File: src/rtl/crc16_pkg.sv
package crc16_pkg;
    typedef enum logic {
        ST_IDLE  = 1'b0,
        ST_SHIFT = 1'b1
    } crc_state_e;
endpackage

File: src/rtl/crc_step.sv
module crc_step #(
    parameter int          CRC_W = 16,
    parameter logic [15:0] POLY  = 16'hA001
) (
    input  logic [CRC_W-1:0] cur_i,
    output logic [CRC_W-1:0] nxt_o
);
    logic [CRC_W-1:0] shifted;

    always_comb begin
        shifted = {1'b0, cur_i[CRC_W-1:1]};
        nxt_o   = cur_i[0] ? (shifted ^ POLY[CRC_W-1:0]) : shifted;
    end
endmodule

File: src/rtl/crc_seq.sv
module crc_seq
    import crc16_pkg::*;
#(
    parameter int DATA_W = 8
) (
    input  logic clk,
    input  logic rst_n,
    input  logic clear_i,
    input  logic vld_i,
    output logic load_o,
    output logic step_o,
    output logic busy_o
);
    localparam int CNT_W = (DATA_W > 1) ? $clog2(DATA_W) : 1;
    localparam logic [CNT_W-1:0] LAST = CNT_W'(DATA_W - 1);

    crc_state_e       state, state_nxt;
    logic [CNT_W-1:0] cnt;

    always_ff @(posedge clk) begin
        if (!rst_n) state <= ST_IDLE;
        else        state <= state_nxt;
    end

    always_ff @(posedge clk) begin
        if (!rst_n || clear_i || load_o) cnt <= '0;
        else if (step_o)                 cnt <= cnt + 1'b1;
    end

    always_comb begin
        state_nxt = state;
        unique case (state)
            ST_IDLE:  if (!clear_i && vld_i)            state_nxt = ST_SHIFT;
            ST_SHIFT: if (clear_i || cnt == LAST)       state_nxt = ST_IDLE;
            default:                                    state_nxt = ST_IDLE;
        endcase
    end

    always_comb begin
        load_o = 1'b0;
        step_o = 1'b0;
        busy_o = 1'b0;
        unique case (state)
            ST_IDLE:  load_o = vld_i && !clear_i;
            ST_SHIFT: begin
                busy_o = 1'b1;
                step_o = !clear_i;
            end
            default: ;
        endcase
    end

    // a step and a load never coincide
    p_no_load_busy_r5: assert property (@(posedge clk) disable iff (!rst_n)
        !(load_o && busy_o));
    // an accepted byte starts a busy period
    p_accept_busy_r4: assert property (@(posedge clk) disable iff (!rst_n)
        load_o |=> busy_o);
    // busy only ever starts from an accept
    p_busy_origin_r4: assert property (@(posedge clk) disable iff (!rst_n)
        $rose(busy_o) |-> $past(load_o));
endmodule

File: src/rtl/crc16_rtu_engine.sv
module crc16_rtu_engine #(
    parameter int          DATA_W = 8,
    parameter int          CRC_W  = 16,
    parameter logic [15:0] POLY   = 16'hA001,
    parameter logic [15:0] INIT   = 16'hFFFF
) (
    input  logic              clk,
    input  logic              rst_n,
    input  logic              clear_i,
    input  logic [DATA_W-1:0] byte_i,
    input  logic              byte_vld_i,
    output logic              busy_o,
    output logic [CRC_W-1:0]  crc_o,
    output logic              good_o
);
    localparam int PAD_W = CRC_W - DATA_W;

    logic             load, step;
    logic [CRC_W-1:0] crc_q, crc_stepped;

    crc_seq #(.DATA_W(DATA_W)) u_seq (
        .clk    (clk),
        .rst_n  (rst_n),
        .clear_i(clear_i),
        .vld_i  (byte_vld_i),
        .load_o (load),
        .step_o (step),
        .busy_o (busy_o)
    );

    crc_step #(.CRC_W(CRC_W), .POLY(POLY)) u_step (
        .cur_i(crc_q),
        .nxt_o(crc_stepped)
    );

    always_ff @(posedge clk) begin
        if (!rst_n || clear_i) crc_q <= INIT[CRC_W-1:0];
        else if (load)         crc_q <= crc_q ^ {{PAD_W{1'b0}}, byte_i};
        else if (step)         crc_q <= crc_stepped;
    end

    assign crc_o  = crc_q;
    assign good_o = !busy_o && (crc_q == '0);

    // clear presets the register and ends busy
    p_clear_preset_r6: assert property (@(posedge clk) disable iff (!rst_n)
        clear_i |=> (crc_o == INIT[CRC_W-1:0]) && !busy_o);
    // top bit after a step mirrors the bit shifted out
    p_step_msb_r3: assert property (@(posedge clk) disable iff (!rst_n)
        (busy_o && !clear_i) |=> crc_o[CRC_W-1] == $past(crc_o[0]));
    // idle register holds
    p_idle_hold_r9: assert property (@(posedge clk) disable iff (!rst_n)
        (!busy_o && !clear_i && !byte_vld_i) |=> $stable(crc_o));
    // load leaves the upper half untouched
    p_load_upper_r2: assert property (@(posedge clk) disable iff (!rst_n)
        (!busy_o && !clear_i && byte_vld_i) |=>
            crc_o[CRC_W-1:DATA_W] == $past(crc_o[CRC_W-1:DATA_W]));
endmodule

File: config.mk
export PLATFORM = sky130hd
export DESIGN_NAME = crc16_rtu_engine
export DESIGN_NICKNAME = d
export VERILOG_FILES = /design/src/rtl/crc16_pkg.sv /design/src/rtl/crc_step.sv /design/src/rtl/crc_seq.sv /design/src/rtl/crc16_rtu_engine.sv
export SDC_FILE = /design/constraint.sdc
export NUM_CORES = 1
export LEC_CHECK = 0
export BUFFER_PORTS_ARGS = -buffer_cell sky130_fd_sc_hd__buf_2
export CAP_MARGIN = 10
export CORE_MARGIN = 2
export CORE_UTILIZATION = 50
export CTS_CLUSTER_DIAMETER = 30
export DETAILED_ROUTE_END_ITERATION = 12
export HOLD_SLACK_MARGIN = 0.06
export PLACE_DENSITY = 0.86
export SLEW_MARGIN = 20
export SYNTH_ARGS = -nofsm -noshare
export SYNTH_HDL_FRONTEND = slang
export SYNTH_SLANG_ARGS = --single-unit
File: constraint.sdc
create_clock -name clk -period 1.21 [get_ports clk]
set_input_delay 0.0605 -clock clk [delete_from_list [all_inputs] [get_ports clk]]
set_output_delay 0.0605 -clock clk [all_outputs]
set_load 0.01 [all_outputs]
==> summary.md <==
| Metric | Value |
|---|---|
| Max-Slew Margin vs Limit | around 80% |
| Ant. Diodes | 0 |
| Crit Path Class | reg2out |
| Synth Net Count | ~120 |
| Clk sinks | 20 |
| CTS Root Cell | clkbuf_4 |
| RSZ-0062 raised after global routing | true |
| Chip width | a little under 50 um |
| Non-Filler Instances | approximately 170 |
| WHS Path Cells | 3 |
| Crit. End Element | primary output |
| Worst Hold Class | in2reg |
| Final net count | between 150 and 200 |
| Synth Area per Inst | about 9.5 sq um |
| Routability cong. | 0.795 |
| Peak VDD IR | between 900 and 1000 uV |
| Status | finished with violations |
| Startpoint types | register |
| Initial DRC Count | 16 |
| Leakage | between 0.5 and 0.6 nW |
| Routed len/inst | 13.9 um |
| Clock Tree Buf Depth | 2 |
| Hold_ws | around 0.065 ns |
| Storage cell area | between 400 and 500 sq um |
| Drt pass-1 iters | 4 |
| Failing checks | negative setup slack |
| Die area | 2420 sq um |
| Post-Syn Instances | around 110 |
| ANT nets after route | 0 |
| Crit path time final | about 1.4 ns |
| Cts bufs inserted | 3 |
| Worst-path clk slew | 0.12 ns |
| Largest stage delay on the critical path | ~0.35 ns |
| Synth warnings | 0 |
| Multi-input logic area | roughly 620 sq um |
| Initial antenna violation count | 0 |
| All-Layer GR Usage | between 20% and 30% |
| Worst slack, placed | approximately 0.06 ns |
| Worst path slowest cell | dfxtp_2 |
| Maximum number of pins on one net before global-route repair | 26 |
| Placed cells | ~160 |
| Worst Tran Pin Value | roughly 0.3 ns |
| Post-Route WL | around 2400 um |
| GR Overflow Total | 0 |
| Rows | 16 |
| Via count | ~930 |
| Core box area | about 1900 sq um |
| Most frequent cells in the layout | buf_2 (29), nand2_1 (17), dfxtp_1 (17), nand2b_1 (12) |
| Vias in the first global route | 879 |
| Sequential area share after synthesis | between 30% and 40% |
| DRC violations left | 0 |
| Final Hold Fails | 0 |
| Max Cap Viol | 0 |
| Worst-path fanout max | 2 |
| Clk_lat worst skew | between 0.3 and 0.4 ns |
| PortBufs | 29 |
| Post-Route Skew | 0.000934 ns |
| Max Slew Vio Count | 0 |
| Power Density | ~1100 nW/um^2 |
| Final instance area | roughly 1300 sq um |
| # IOs | 30 |
| R2R depth | 4 |
| Critical Path, Cell by Cell | inv_2 -> ha_4 -> nor4b_4 -> and4_1 -> buf_2 |
| Fmax | around 0.7 GHz |
| Initial Util | between 50% and 60% |
| Cell Area, Synth | a little over 1000 sq um |
| Layout cells sized above 1 | between 30% and 40% |
| CP Depth | 5 |
| Die H | a little under 50 um |
| Critical path's top delay family | simple AND/OR/NAND/NOR gates |
| Vias/cell | between 5 and 6 |
| Setup Viol. Count Final | 1 |
| Worst path bufs/invs | 2 |
| CTS tree | yes |
| Fillers | 150 |
| Distinct cells, synth | 20 |
| Final worst setup slack | -0.222 ns |
| H-tree levels | 1 |
| Tcrit/Tclk final | 118% |
| Post-DP HPWL | between 1500 and 2000 um |
| Worst EP required | about 1.2 ns |
| Area Overhead vs Synth | 31.5% |
| First-pass GRT wire length | ~3800 um |
| PnR Total Power | 1.44 mW |
| Most common cell after layout, fill and taps aside | buf_2 |
| Worst EP arrival | about 1.4 ns |
| Area post-placement | around 1200 sq um |
| #FFs+latches synth | 20 |
tightest hold or removal path, stage by stage:
cell,delay (ns)
buf_2,0.08
nand4bb_1,0.10
o2111ai_1,0.11
final cells by class:
cell class                      instances  area share, %
Multi-Input combinational cell         79           45.8
Sequential cell                        20           30.1
Timing Repair Buffer                   39           17.1
Tap cell                               27           2.51
Clock inverter                          1           2.23
Clock buffer                            3           1.68
Inverter                                2          0.559
worst paths after layout:
kind,slack [ns],from,end
max,-0.22,crc_o[1]$_SDFFE_PP1P_,good_o
min,0.06,byte_i[7],crc_o[7]$_SDFFE_PP1P_
max reg2reg,0.08,crc_o[0]$_SDFFE_PP1P_,crc_o[13]$_SDFFE_PP1P_
min reg2reg,0.57,u_seq.cnt[0]$_SDFFE_PP0P_,u_seq.cnt[0]$_SDFFE_PP0P_
per-stage QoR:
stage	TNS [ns]	util (%)
after floorplan	0	-
after global placement	0	62.2
after detailed placement	0	62.2
after CTS	-0.210	66.8
after global routing	-0.253	69.2
final	-0.222	69.2
Yosys cell counts (all sizes together):
cell	instances	area (sq um)
ha	3	37.5
nor2b	2	12.5
inv	2	7.51
nand2b	12	75.1
a211o	1	8.76
buf	5	37.5
mux2i	7	70.1
nor4b	1	8.76
xor2	1	8.76
o2111ai	8	70.1
nand4bb	8	90.1
clkbuf	2	7.51
nand2	17	63.8
nor4	3	18.8
or3b	3	26.3
a21oi	4	20.0
dfxtp	20	400
and4	1	8.76
and2	8	50.1
cells by family (layout without fill, tap and decap cells):
group	count (synthesis)	after routing	share of synthesized area, %
simple gates	55	55	34.6
flops	20	20	39.2
compound gates	13	13	9.67
buf+inv	9	45	5.14
mux	7	7	6.85
fa+ha+maj	3	3	3.67
xor+xnor	1	1	0.857
sequential cells by signal, summed over array words and instances, names as in the netlist:
signal       cells
u_seq.state      1
u_seq.cnt        3
crc_o           16
routing by layer:
| metal | vias to the layer above | routed length [um] | track usage (%) |
|---|---|---|---|
| met5 | - | 0 | 0 |
| met4 | 0 | 25 | 9.05 |
| met3 | 2 | 63 | 2.76 |
| met2 | 20 | 1260 | 36.5 |
| met1 | 452 | 1030 | 22.9 |
| li1 | 457 | - | - |
power by group:
group / total (mW) / internal (mW) / switching [mW] / leakage, nW
Sequential: 0.694 / 0.676 / 0.0184 / 0.162
Clock: 0.560 / 0.335 / 0.225 / 0.0279
Combinational: 0.181 / 0.0905 / 0.0903 / 0.351
Total: 1.44 / 1.10 / 0.333 / 0.541
timing repair:
action	CTS	global route
setup endpoints to repair	2	1
resized for setup	5	9
hold buffers	1	0
pin swaps	0	1
hold endpoints to repair	1	0
buffers inserted	1	1
(Power assumes the default switching activity.)
